<file path="config.mk">
export PLATFORM = sky130hd
export DESIGN_NAME = irq_prio_sel
export DESIGN_NICKNAME = d
export VERILOG_FILES = /design/src/rtl/irq_prio_pkg.sv /design/src/rtl/irq_rst_sync.sv /design/src/rtl/irq_gate.sv /design/src/rtl/irq_pick.sv /design/src/rtl/irq_prio_sel.sv
export SDC_FILE = /design/constraint.sdc
export NUM_CORES = 1
export LEC_CHECK = 0
export BUFFER_PORTS_ARGS = -buffer_cell sky130_fd_sc_hd__buf_4
export CORE_MARGIN = 8
export CORE_UTILIZATION = 43
export CTS_BUF_LIST = sky130_fd_sc_hd__clkbuf_16
export CTS_CLUSTER_DIAMETER = 100
export CTS_CLUSTER_SIZE = 24
export DETAILED_ROUTE_END_ITERATION = 8
export GPL_ROUTABILITY_DRIVEN = 1
export HOLD_SLACK_MARGIN = 0.12
export PLACE_DENSITY = 0.85
export SYNTH_ARGS = -nofsm -noshare
export SYNTH_HDL_FRONTEND = slang
export SYNTH_HIERARCHICAL = 1
export SYNTH_SLANG_ARGS = --single-unit
</file>
<file path="constraint.sdc">
create_clock -name clk_i -period 0.8 [get_ports clk_i]
set_input_delay 0.08 -clock clk_i [delete_from_list [all_inputs] [get_ports clk_i]]
set_output_delay 0.08 -clock clk_i [all_outputs]
set_load 0.01 [all_outputs]
</file>
<file path="src/rtl/irq_prio_pkg.sv">
package irq_prio_pkg;

  // Source slots, ascending rank: a higher index beats a lower one.
  localparam int NSRC     = 4;
  localparam int SRC_DEV  = 0;
  localparam int SRC_CLK  = 1;
  localparam int SRC_IPI  = 2;
  localparam int SRC_MCHK = 3;

  localparam int CAUSE_W  = 4;

  typedef enum logic [CAUSE_W-1:0] {
    CAUSE_NONE = 4'd0,
    CAUSE_MCHK = 4'd1,
    CAUSE_IPI  = 4'd2,
    CAUSE_CLK  = 4'd3,
    CAUSE_DEV  = 4'd4
  } cause_e;

  function automatic cause_e cause_of(input int slot);
    case (slot)
      SRC_DEV:  return CAUSE_DEV;
      SRC_CLK:  return CAUSE_CLK;
      SRC_IPI:  return CAUSE_IPI;
      SRC_MCHK: return CAUSE_MCHK;
      default:  return CAUSE_NONE;
    endcase
  endfunction

endpackage

</file>
<file path="src/rtl/irq_rst_sync.sv">
module irq_rst_sync (
  input  logic clk_i,
  input  logic rst_ni,
  output logic rst_sync_no
);

  logic stage_q;
  logic out_q;

  always_ff @(posedge clk_i or negedge rst_ni) begin
    if (!rst_ni) begin
      stage_q <= 1'b0;
      out_q   <= 1'b0;
    end else begin
      stage_q <= 1'b1;
      out_q   <= stage_q;
    end
  end

  assign rst_sync_no = out_q;

endmodule

</file>
<file path="src/rtl/irq_gate.sv">
module irq_gate #(
  parameter int LVL_W = 3,
  parameter int CEIL  = 3
) (
  input  logic             req_i,
  input  logic [LVL_W-1:0] ipl_i,
  input  logic             block_i,
  output logic             elig_o
);

  localparam logic [LVL_W-1:0] CEIL_V = LVL_W'(CEIL);

  logic lvl_ok;

  always_comb begin
    lvl_ok = (ipl_i <= CEIL_V);
    elig_o = req_i & lvl_ok & ~block_i;
  end

endmodule

</file>
<file path="src/rtl/irq_pick.sv">
module irq_pick #(
  parameter int N = 4
) (
  input  logic [N-1:0] elig_i,
  output logic [N-1:0] grant_o,
  output logic         any_o
);

  localparam logic [N-1:0] ONE = {{(N-1){1'b0}}, 1'b1};

  always_comb begin
    grant_o = '0;
    for (int i = 0; i < N; i++) begin
      if (elig_i[i]) grant_o = ONE << i;
    end
    any_o = |elig_i;
  end

endmodule

</file>
<file path="src/rtl/irq_prio_sel.sv">
module irq_prio_sel
  import irq_prio_pkg::*;
#(
  parameter int LVL_W     = 3,
  parameter int ERR_W     = 8,
  parameter int DEV_CEIL  = 3,
  parameter int CLK_CEIL  = 4,
  parameter int IPI_CEIL  = 5,
  parameter int MCHK_CEIL = 6
) (
  input  logic               clk_i,
  input  logic               rst_ni,
  input  logic               req_dev_i,
  input  logic               req_clk_i,
  input  logic               req_ipi_i,
  input  logic               req_mchk_i,
  input  logic [LVL_W-1:0]   ipl_i,
  input  logic               priv_i,
  input  logic               err_wr_i,
  input  logic [ERR_W-1:0]   err_data_i,
  output logic               take_o,
  output logic [CAUSE_W-1:0] cause_o,
  output logic [ERR_W-1:0]   err_code_o
);

  localparam int CEIL [NSRC] = '{DEV_CEIL, CLK_CEIL, IPI_CEIL, MCHK_CEIL};

  logic            rst_n_s;
  logic [NSRC-1:0] req_vec;
  logic [NSRC-1:0] elig;
  logic [NSRC-1:0] grant;
  logic            any_elig;

  logic            take_d,  take_q;
  cause_e          cause_d, cause_q, cause_enc;
  logic [ERR_W-1:0] err_d,  err_q;
  logic            err_en;

  irq_rst_sync u_rst_sync (
    .clk_i       (clk_i),
    .rst_ni      (rst_ni),
    .rst_sync_no (rst_n_s)
  );

  assign req_vec[SRC_DEV]  = req_dev_i;
  assign req_vec[SRC_CLK]  = req_clk_i;
  assign req_vec[SRC_IPI]  = req_ipi_i;
  assign req_vec[SRC_MCHK] = req_mchk_i;

  for (genvar g = 0; g < NSRC; g++) begin : g_gate
    irq_gate #(
      .LVL_W (LVL_W),
      .CEIL  (CEIL[g])
    ) u_gate (
      .req_i   (req_vec[g]),
      .ipl_i   (ipl_i),
      .block_i (priv_i),
      .elig_o  (elig[g])
    );
  end

  irq_pick #(.N(NSRC)) u_pick (
    .elig_i  (elig),
    .grant_o (grant),
    .any_o   (any_elig)
  );

  // Next-state logic
  always_comb begin
    cause_enc = CAUSE_NONE;
    for (int i = 0; i < NSRC; i++) begin
      if (grant[i]) cause_enc = cause_of(i);
    end
    take_d  = any_elig & ~take_q;
    cause_d = take_d ? cause_enc : CAUSE_NONE;
    err_en  = take_d | err_wr_i;
    err_d   = take_d ? '0 : err_data_i;
  end

  // Registers
  always_ff @(posedge clk_i or negedge rst_n_s) begin
    if (!rst_n_s) begin
      take_q  <= 1'b0;
      cause_q <= CAUSE_NONE;
    end else begin
      take_q  <= take_d;
      cause_q <= cause_d;
    end
  end

  always_ff @(posedge clk_i or negedge rst_n_s) begin
    if (!rst_n_s) begin
      err_q <= '0;
    end else if (err_en) begin
      err_q <= err_d;
    end
  end

  assign take_o     = take_q;
  assign cause_o    = cause_q;
  assign err_code_o = err_q;

  AST_PRIV_BLOCKS: assert property (@(posedge clk_i) disable iff (!rst_n_s)
    $past(priv_i) |-> !take_o);
  AST_DEV_LEVEL: assert property (@(posedge clk_i) disable iff (!rst_n_s)
    (take_o && cause_o == CAUSE_DEV) |-> ($past(ipl_i) <= LVL_W'(DEV_CEIL)));
  AST_CLK_LEVEL: assert property (@(posedge clk_i) disable iff (!rst_n_s)
    (take_o && cause_o == CAUSE_CLK) |-> ($past(ipl_i) <= LVL_W'(CLK_CEIL)));
  AST_TOP_LEVEL_MASKS: assert property (@(posedge clk_i) disable iff (!rst_n_s)
    ($past(ipl_i) == {LVL_W{1'b1}}) |-> !take_o);
  AST_MCHK_WINS: assert property (@(posedge clk_i) disable iff (!rst_n_s)
    (take_o && $past(req_mchk_i)) |-> (cause_o == CAUSE_MCHK));
  AST_CAUSE_IDLE: assert property (@(posedge clk_i) disable iff (!rst_n_s)
    !take_o |-> (cause_o == CAUSE_NONE));
  AST_GUARD_CYCLE: assert property (@(posedge clk_i) disable iff (!rst_n_s)
    take_o |=> !take_o);
  AST_ERR_CLEAR: assert property (@(posedge clk_i) disable iff (!rst_n_s)
    take_o |-> (err_code_o == '0));
  AST_ERR_HOLD: assert property (@(posedge clk_i) disable iff (!rst_n_s)
    (!take_o && !$past(err_wr_i)) |-> $stable(err_code_o));

endmodule

</file>
# --- After elaboration in Yosys (flattened, before gate mapping) ---
# Index checks and enable logic that the tools add are counted.
word_totals:
  register_bits: 15
  input_bits: 19
  out_inout_bits: 13
  wordCells: 32
classes:
  n_lt_le_gt_ge: 4
  mux: 10
  bitwise_logic: 12
  reduce_logical: 1
op_table:
  columns: ["op", "n"]
  rows:
  - ["2-to-1 mux 4 bit", 4]
  - ["bitwise AND 1 bit", 9]
  - ["less-or-equal comparator 3 bit (second input constant)", 3]
  - ["2-to-1 mux 3 bit", 3]
  - ["2-to-1 mux 8 bit", 1]
  - ["OR reduction 4 bit", 1]
  - ["less-or-equal comparator 3 x 2 -> 1 bit (second input constant)", 1]
  - ["2-to-1 mux 2 bit", 1]
  - ["NOT 1 bit", 2]
  - ["2-to-1 mux 1 bit", 1]
  - ["OR 1 bit", 1]

# --- Depth between registers and ports, before layout ---
# Gate-level depths: netlist (run 1).
logic_depth:
  word_depth: 12
  ltp_mapped: 6

# --- Modules after synthesis ---
# Netlist (run 1), hierarchy kept.
modules_own_cells:
  columns: ["module", "instances", "cells_per_inst", "area_each_um2", "seq_area_each_um2"]
  rows:
  - ["irq_prio_sel", 1, 38, 498.0, 300.3]
  - ["irq_rst_sync", 1, 3, 53.8, 50.0]
  - ["irq_pick", 1, 5, 37.5, 0.0]
  - ["irq_gate at g_gate[3].u_gate", 1, 2, 18.8, 0.0]
  - ["irq_gate at g_gate[2].u_gate", 1, 2, 16.3, 0.0]
  - ["irq_gate at g_gate[1].u_gate", 1, 2, 13.8, 0.0]
  - ["irq_gate at g_gate[0].u_gate", 1, 1, 12.5, 0.0]

# --- Worst setup path before layout (run 1) ---
# Ideal clock, no wire load.
synth_path:
  path_type: "in2reg"
  startpoint: "input ipl_i[0]"
  endpoint: "register cause_q[0] (netlist: cause_o[0])"
  setup_ns: 0.119
  t_arrival_ns: 1.095
  required_ns: 0.681
  slack_ns: -0.414
  stages: 6
  path_buffers: 1
  path_cell_list: "o21ai_1 > and3b_1 > or4_1 > nor2b_4 > buf_6 > o21a_1"
synth_via:
  elab_cells_between_ends: 21
  cone_classes: "order compare: 4; mux: 7; bitwise: 9; reduce/logical: 1"
synth_lines:
  columns: ["item", "line_no", "rtl"]
  rows:
  - ["from (decl)", "irq_prio_sel.sv:17", "input logic [LVL_W-1:0] ipl_i,"]
  - ["less-or-equal comparator 3 bit", "irq_gate.sv:16", "lvl_ok = (ipl_i <= CEIL_V);"]
  - ["bitwise AND 1 bit (2 in series)", "irq_gate.sv:17", "elig_o = req_i & lvl_ok & ~block_i;"]
  - ["via elig[1]", "irq_prio_sel.sv:30", "logic [NSRC-1:0] elig;"]
  - ["OR reduction 4 bit", "irq_pick.sv:16", "any_o = |elig_i;"]
  - ["via any_elig", "irq_prio_sel.sv:32", "logic any_elig;"]
  - ["bitwise AND 1 bit", "irq_prio_sel.sv:74", "take_d = any_elig & ~take_q;"]
  - ["via take_d", "irq_prio_sel.sv:34", "logic take_d, take_q;"]
  - ["2-to-1 mux 4 bit", "irq_prio_sel.sv:75", "cause_d = take_d ? cause_enc : CAUSE_NONE;"]
  - ["via cause_d[0]", "irq_prio_sel.sv:35", "cause_e cause_d, cause_q, cause_enc;"]
  - ["to (signal assigned)", "irq_prio_sel.sv:87", "cause_q <= cause_d;"]
  - ["to (decl)", "irq_prio_sel.sv:35", null]
# The timed path passes the listed nets, and every way through them passes these cells.
# A chain may end at the register's enable or synchronous reset.

# --- Worst setup path after layout (run 1) ---
layout_path:
  startpoint: "input ipl_i[2]"
  endpoint: "register cause_q[2] (netlist: cause_o[2])"
layout_via:
  elab_cells_between_ends: 23
  cone_classes: "order compare: 4; mux: 9; bitwise: 9; reduce/logical: 1"
layout_lines:
  columns: ["item", "line_no"]
  rows:
  - ["less-or-equal comparator 3 bit", "irq_gate.sv:16"]
  - ["bitwise AND 1 bit (2 in series)", "irq_gate.sv:17"]
  - ["via elig[1]", "irq_prio_sel.sv:30"]
  - ["OR reduction 4 bit", "irq_pick.sv:16"]
  - ["via any_elig", "irq_prio_sel.sv:32"]
  - ["bitwise AND 1 bit", "irq_prio_sel.sv:74"]
  - ["2-to-1 mux 4 bit", "irq_prio_sel.sv:75"]
  - ["via cause_d[2]", "irq_prio_sel.sv:35"]
# The timed path passes the listed nets, and every way through them passes these cells.

==> results of run 1 <==
## cells in the final DEF (no fill, tap or decap), types with 2 or more instances in the layout
| cell | instances |
|---|---|
| mux2i_1 | 8 |
| buf_6 | 14 |
| dfrtp_1 | 14 |
| nor2b_1 | 2 |
| nor2_2 | 5 |
| conb_1 | 2 |
| clkbuf_16 | 4 |
| nor2_4 | 3 |
| nor3b_2 | 2 |
| buf_8 | 3 |
| buf_4 | 19 |
## cells in the mapped netlist, drive strengths merged
cell type / number / share of area
dfrtp: 14 / 0.54
buf: 4 / 0.058
nor4b: 1 / 0.013
a311oi: 1 / 0.023
o21ai: 1 / 0.0077
nor2b: 3 / 0.040
inv: 2 / 0.012
and4b: 1 / 0.015
and3b: 1 / 0.013
or4: 1 / 0.012
nor3b: 3 / 0.050
o21a: 1 / 0.012
a211oi: 1 / 0.019
nor2: 9 / 0.052
mux2i: 8 / 0.12
conb: 2 / 0.012
## cell families after synthesis
kind of cell           after synthesis
AO/OA/AOI/OAI                        4
buffers and inverters                6
flip-flops                          14
multiplexers                         8
other                                2
AND/OR/NAND/NOR                     19
## critical path: stages
cell and delay (ps):
buf_8 90, o21ai_2 50, and3b_1 170, or4_1 410, nor2b_4 170, and4b_1 190
## power by group
| part | switching [W] | total (W) | internal (W) |
|---|---|---|---|
| sequential | 0.0000656 | 0.000850 | 0.000785 |
| combinational | 0.000246 | 0.000623 | 0.000377 |
| clock | 0.000254 | 0.000904 | 0.000651 |
| total | 0.000566 | 0.00238 | 0.00181 |
## sequential cells by signal, summed over array words and instances, names as in the netlist
register,flops
take_o,1
u_rst_sync/rst_sync_no,1
u_rst_sync/stage_q,1
cause_o,3
err_code_o,8
## worst min-delay path by stage
stage	start	endpoint
floorplan	rst_ni	u_rst_sync/rst_sync_no$_DFF_PN0_
global placement	rst_ni	u_rst_sync/rst_sync_no$_DFF_PN0_
detailed placement	rst_ni	u_rst_sync/stage_q$_DFF_PN0_
CTS	err_data_i[3]	err_code_o[3]$_DFFE_PN0P_
global route	err_data_i[1]	err_code_o[1]$_DFFE_PN0P_
finish	err_data_i[1]	err_code_o[1]$_DFFE_PN0P_
## timing repair
| item | 4_1_cts | 5_1_grt |
|---|---|---|
| hold endpoints to repair | 2 | 0 |
| gates resized for setup | 28 | 8 |
| pin swaps | 2 | 2 |
| setup endpoints to repair | 24 | 24 |
| hold buffers | 1 | 0 |
| gates cloned | 0 | 1 |
| setup buffers | 1 | 1 |
## cell type report
type,instances,area share
clock buffer,3,0.0640
inverter,2,0.00854
multi-input combinational,33,0.270
sequential,14,0.299
tap,16,0.0171
timing repair buffer,39,0.342
## per-stage QoR
step | power, W | std cells | setup TNS (ps) | instance area [um^2]
5_1_grt | 0.00248 | 107 | -3610 | 1170
3_5_place_dp | 0.00129 | 100 | -6010 | 920
3_3_place_gp | 0.00127 | 100 | -5410 | 920
4_1_cts | 0.00231 | 105 | -3570 | 1110
6_report | 0.00238 | 107 | -2990 | 1170
2_1_floorplan | 0.00104 | 53 | -3570 | 662
## metal layers
metal	wire length (um)	GRT usage	part of all wire
met5	0	0	0
met4	70	0.120	0.039
met3	247	0.0374	0.14
met2	843	0.213	0.48
met1	614	0.136	0.35
==> impl_metrics.py, run 1 <==
metrics = {
    "sta": {
        "skew_ps": 1.96,
        "whs_ps": 132,
        "rsz0062_at_grt": "yes",
        "setup_ws_ps": -238,
        "finalCriticalPeriod_ps": 1040,
        "finalMaxSlewViolations": 0,
        "finalCritPeriodShare": 1.30,
        "setup_viol": 23,
        "fmax_ghz": 0.963,
        "finalHoldViolations": 0,
    },
    "global_route": {
        "grt_overflow": 0,
        "grt_max_degree": 13,
        "grt_usage": 0.132,
        "antenna_found_initial": 0,
        "grt_pass1_wl_mm": 2.77,
        "first_global_vias": 605,
    },
    "drt": {
        "wl_mm": 1.77,
        "vias": 540,
        "antenna_left": 0,
        "firstDrtPassIters": 4,
        "detail_route.iter0.violations": 5,
        "routed_via_density": 5.05,
        "drc": 0,
        "wl_per_cell_um": 16.6,
    },
    "setup_path": {
        "ff2ff_path_depth": 3,
        "endpoint_kind": "flop",
        "startpoint": "ipl_i[2]",
        "crit_end": "cause_o[2]$_DFF_PN0_",
        "r2r_slack_ps": -150,
        "crit_fanout": 5,
        "path_class": "input port to flop",
        "timing.rr.start": "take_o$_DFF_PN0_",
        "critPathRequiredTime_ps": 920,
        "critPathLaunchType": "input port",
        "r2r-end": "err_code_o[6]$_DFFE_PN0P_",
        "arrival_ps": 1160,
    },
    "worst_hold_path": {
        "min_path_type": "input port to flop",
        "hold_path_depth": 3,
    },
    "cells_and_area": {
        "filler_cell_count": 86,
        "regArea_um2": 350,
        "area_delta_synth_final_pct": 80.2,
        "fin_nets": 112,
        "n_antenna_cell": 0,
        "fin_util": 0.806,
        "multiInputGateArea_um2": 317,
        "drive_above_1_share": 0.637,
    },
    "yosys": {
        "synthAdderAreaFrac": 0,
        "ys_seq_elements": 14,
        "yosysWarnings": 6,
        "synth_fp_nets": 72,
        "ys_types": 19,
        "syn_area_um2": 651,
        "synth_compound_area_frac": 0.0615,
        "muxShareOfSynthArea": 0.123,
        "synth_top_family_by_area": "simple AND/OR/NAND/NOR gates",
        "synthCells": 53,
        "synth-simple-area-share": 0.196,
        "synth_xor_area_frac": 0,
        "avgSynthCellArea_um2": 12.3,
        "synth.yosys.seq_area_share": 0.538,
    },
    "floorplanning": {
        "initial_core_util": 0.448,
        "placementRows": 14,
        "fp.dieH_um": 54.9,
        "die_w_um": 54.9,
        "die_area_um2": 3010,
        "coreArea_um2": 1450,
        "ioPinCount": 32,
    },
    "clocking": {
        "clock_sinks": 14,
        "clkTransAtPathRegs_ps": 40,
        "htreeDepth": 1,
        "insertion_delay_ps": 240,
        "cts_tree": "done",
        "cts-root-buf": "clkbuf_16",
        "cts_buffer_depth": 2,
        "cts_buffers": 3,
    },
    "power": {
        "vdd_ir_drop_max_v": 0.00245,
        "power.leakage_nw": 0.577,
        "power.density_nw_per_um2": 2030,
    },
    "run": {
        "max-cap-violations": 0,
    },
    "place": {
        "place_congestion": 0.736,
        "port_buffers": 30,
        "dpl.hpwl_mm": 1.22,
        "place_ws_ps": -537,
    },
    "status": {
        "violations": "setup timing",
        "outcome": "finished, violations left",
    },
}
Note: power is estimated with default switching activity, not from simulation.
==> run 2, diff against run 1 <==
--- a/config.mk
+++ b/config.mk
@@ -5,11 +5,11 @@
 export SDC_FILE = /design/constraint.sdc
 export NUM_CORES = 1
 export LEC_CHECK = 0
+export ABC_AREA = 1
 export BUFFER_PORTS_ARGS = -buffer_cell sky130_fd_sc_hd__buf_4
 export CORE_MARGIN = 8
-export CORE_UTILIZATION = 43
+export CORE_UTILIZATION = 44
 export CTS_BUF_LIST = sky130_fd_sc_hd__clkbuf_16
-export CTS_CLUSTER_DIAMETER = 100
 export CTS_CLUSTER_SIZE = 24
 export DETAILED_ROUTE_END_ITERATION = 8
 export GPL_ROUTABILITY_DRIVEN = 1
==> impl_metrics.py, run 2 <==
metrics = {
    "global_route": {
        "grt_max_degree": 13,
        "first_global_vias": 809,
        "antenna_found_initial": 0,
        "grt_usage": 0.158,
        "grt_overflow": 0,
        "grt_pass1_wl_mm": 3.84,
    },
    "sta": {
        "finalMaxSlewViolations": 0,
        "finalCritPeriodShare": 1.13,
        "fmax_ghz": 1.10,
        "finalHoldViolations": 0,
        "skew_ps": 5.21,
        "finalCriticalPeriod_ps": 906,
        "rsz0062_at_grt": "yes",
        "tns_ps": -1300,
        "setup_viol": 24,
        "setup_ws_ps": -106,
    },
    "clocking": {
        "insertion_delay_ps": 250,
        "clock_sinks": 14,
        "cts_tree": "done",
        "clkTransAtPathRegs_ps": 50,
        "cts_buffers": 3,
        "htreeDepth": 1,
        "cts_buffer_depth": 2,
        "cts-root-buf": "clkbuf_16",
    },
    "drt": {
        "wl_per_cell_um": 16.2,
        "drc": 0,
        "wirelength_met1_um": 795,
        "firstDrtPassIters": 4,
        "detail_route.iter0.violations": 28,
        "vias": 780,
        "top_layer_used": "met4",
        "routed_via_density": 5.03,
        "wl_met2_mm": 1.45,
        "route.met3.wl_um": 125,
        "wl_mm": 2.50,
        "antenna_left": 0,
    },
    "yosys": {
        "yosys.area.top_type": "dfrtp_1",
        "synth_top_area_frac": 0.496,
        "synth_area_leaders": "dfrtp_1 (50%), nand2_1 (14%), a21oi_2 (9.9%)",
        "ys.flop_type": "dfrtp_1",
        "synthCells": 87,
        "synth_fp_nets": 106,
        "syn_area_um2": 707,
        "ys_seq_elements": 14,
        "avgSynthCellArea_um2": 8.13,
        "synth_commonest_cells": "nand2_1 (27), dfrtp_1 (14), inv_1 (12), nor2_1 (12), a21oi_2 (8)",
        "async_flop_share": 1.00,
        "synth.yosys.seq_area_share": 0.496,
        "ys_types": 14,
        "synth_most_common_cell": "nand2_1",
        "yosysWarnings": 6,
        "synth-edff-count": 0,
    },
    "setup_path": {
        "critPathLaunchType": "flop",
        "arrival_ps": 1080,
        "slowest_stage": "dfrtp_2",
        "critPathRequiredTime_ps": 980,
        "crit_fanout": 4,
        "endpoint_kind": "flop",
        "path_class": "flop to flop",
        "path_delay_family": "flip-flops",
        "critPathBufInv": 2,
        "cp_cell_sequence": "buf_6 -> inv_4 -> nand3_4 -> nor2_2",
        "worst_path_largest_cell_delay_ps": 430,
    },
    "place": {
        "dp_cells": 134,
        "dpl.hpwl_mm": 1.33,
        "port_buffers": 30,
        "place_congestion": 0.786,
    },
    "cells_and_area": {
        "n_antenna_cell": 0,
        "area_delta_synth_final_pct": 80.2,
        "most-common-layout-cells": "buf_4 (28), nand2_1 (26), buf_6 (14)",
        "filler_cell_count": 71,
        "largest_reg_flops": 8,
        "finalNonFillerCells": 155,
        "fin_nets": 159,
        "drive_above_1_share": 0.496,
        "final_common_cell": "buf_4",
    },
    "floorplanning": {
        "ioPinCount": 32,
        "die_w_um": 56.1,
        "initial_core_util": 0.469,
        "placementRows": 14,
        "fp.dieH_um": 56.1,
        "die_area_um2": 3150,
        "coreArea_um2": 1510,
    },
    "worst_hold_path": {
        "min_path_type": "input port to flop",
    },
    "power": {
        "vdd_ir_drop_max_v": 0.00144,
        "power.density_nw_per_um2": 1940,
        "power.leakage_nw": 0.656,
    },
    "status": {
        "violations": "setup timing",
        "outcome": "finished, violations left",
    },
    "run": {
        "max-cap-violations": 0,
    },
}
-- run 2: changes by cell type in the layout (fill, tap and decap cells not counted), sizes merged, moves of 2 or more --
| cell | change |
|---|---|
| mux2i | -8 |
| dlygate4sd3 | +7 |
| nand3 | +2 |
| nor2 | +7 |
| buf | +5 |
| inv | +13 |
| a21oi | +9 |
| nor3b | -3 |
| nor2b | -3 |
| nand2 | +27 |
-- run 2: final timing paths --
check | startpoint | endpoint | slack, ps | cells past startpoint
min | err_data_i[6] | err_code_o[6]$_DFFE_PN0P_ | 120 | 3
max in group asynchronous | u_rst_sync/rst_sync_no$_DFF_PN0_ | take_o$_DFF_PN0_ | 470 | 1
min reg2reg | u_rst_sync/rst_sync_no$_DFF_PN0_ | cause_o[2]$_DFF_PN0_ | 160 | 1
min in group asynchronous | u_rst_sync/rst_sync_no$_DFF_PN0_ | cause_o[2]$_DFF_PN0_ | 160 | 1
max | take_o$_DFF_PN0_ | cause_o[2]$_DFF_PN0_ | -110 | 4
max reg2reg | take_o$_DFF_PN0_ | cause_o[2]$_DFF_PN0_ | -110 | 4
-- run 2: area by class of cell --
class / count / area [um^2] / share of cell area
Clock buffer: 3 / 75.1 / 0.0589
Clock inverter: 1 / 3.75 / 0.00295
Inverter: 15 / 61.3 / 0.0481
Multi-Input combinational cell: 56 / 314 / 0.247
Sequential cell: 14 / 352 / 0.276
Tap cell: 16 / 20.0 / 0.0157
Timing Repair Buffer: 50 / 448 / 0.352
-- run 2: kinds of logic (layout without fill, tap and decap cells) --
group,Yosys count,in the layout,share of synthesized area
simple gates,44,45,0.267
buf+inv,18,69,0.120
flops,14,14,0.496
compound gates,9,9,0.106
other cells,2,2,0.0106
-- run 2: power breakdown --
| group | internal [W] | switching [W] |
|---|---|---|
| clock network | 0.000661 | 0.000292 |
| logic | 0.000368 | 0.000318 |
| registers | 0.000778 | 0.0000529 |
-- run 2: routing by layer --
layer,vias up,global-route usage
li1,359,-
met1,369,0.133
met2,35,0.300
met3,17,0.0594
met4,0,0.0962
met5,-,0
-- run 2: repair_timing --
action	4_1_cts	5_1_grt
pin swaps	2	4
resized for setup	14	8
gates cloned	1	0
setup endpoints to repair	20	24
hold buffers	8	0
hold endpoints to repair	9	0
setup buffers	6	2
-- run 2: worst reg2reg max path: stages (launching register included) --
cell	delay, ps
dfrtp_2	430
buf_6	130
inv_4	60
nand3_4	80
nor2_2	130
-- run 2: metrics by stage --
step	setup slack, ps	hold WS [ps]	util	power (W)	cell area [um^2]
floorplan	-57.1	-216	-	0.00106	717
global placement	-229	-137	0.641	0.00127	966
detailed placement	-244	-137	0.641	0.00128	966
CTS	-83.1	124	0.817	0.00239	1230
global route	-178	133	0.846	0.00257	1270
finish	-106	117	0.846	0.00247	1270
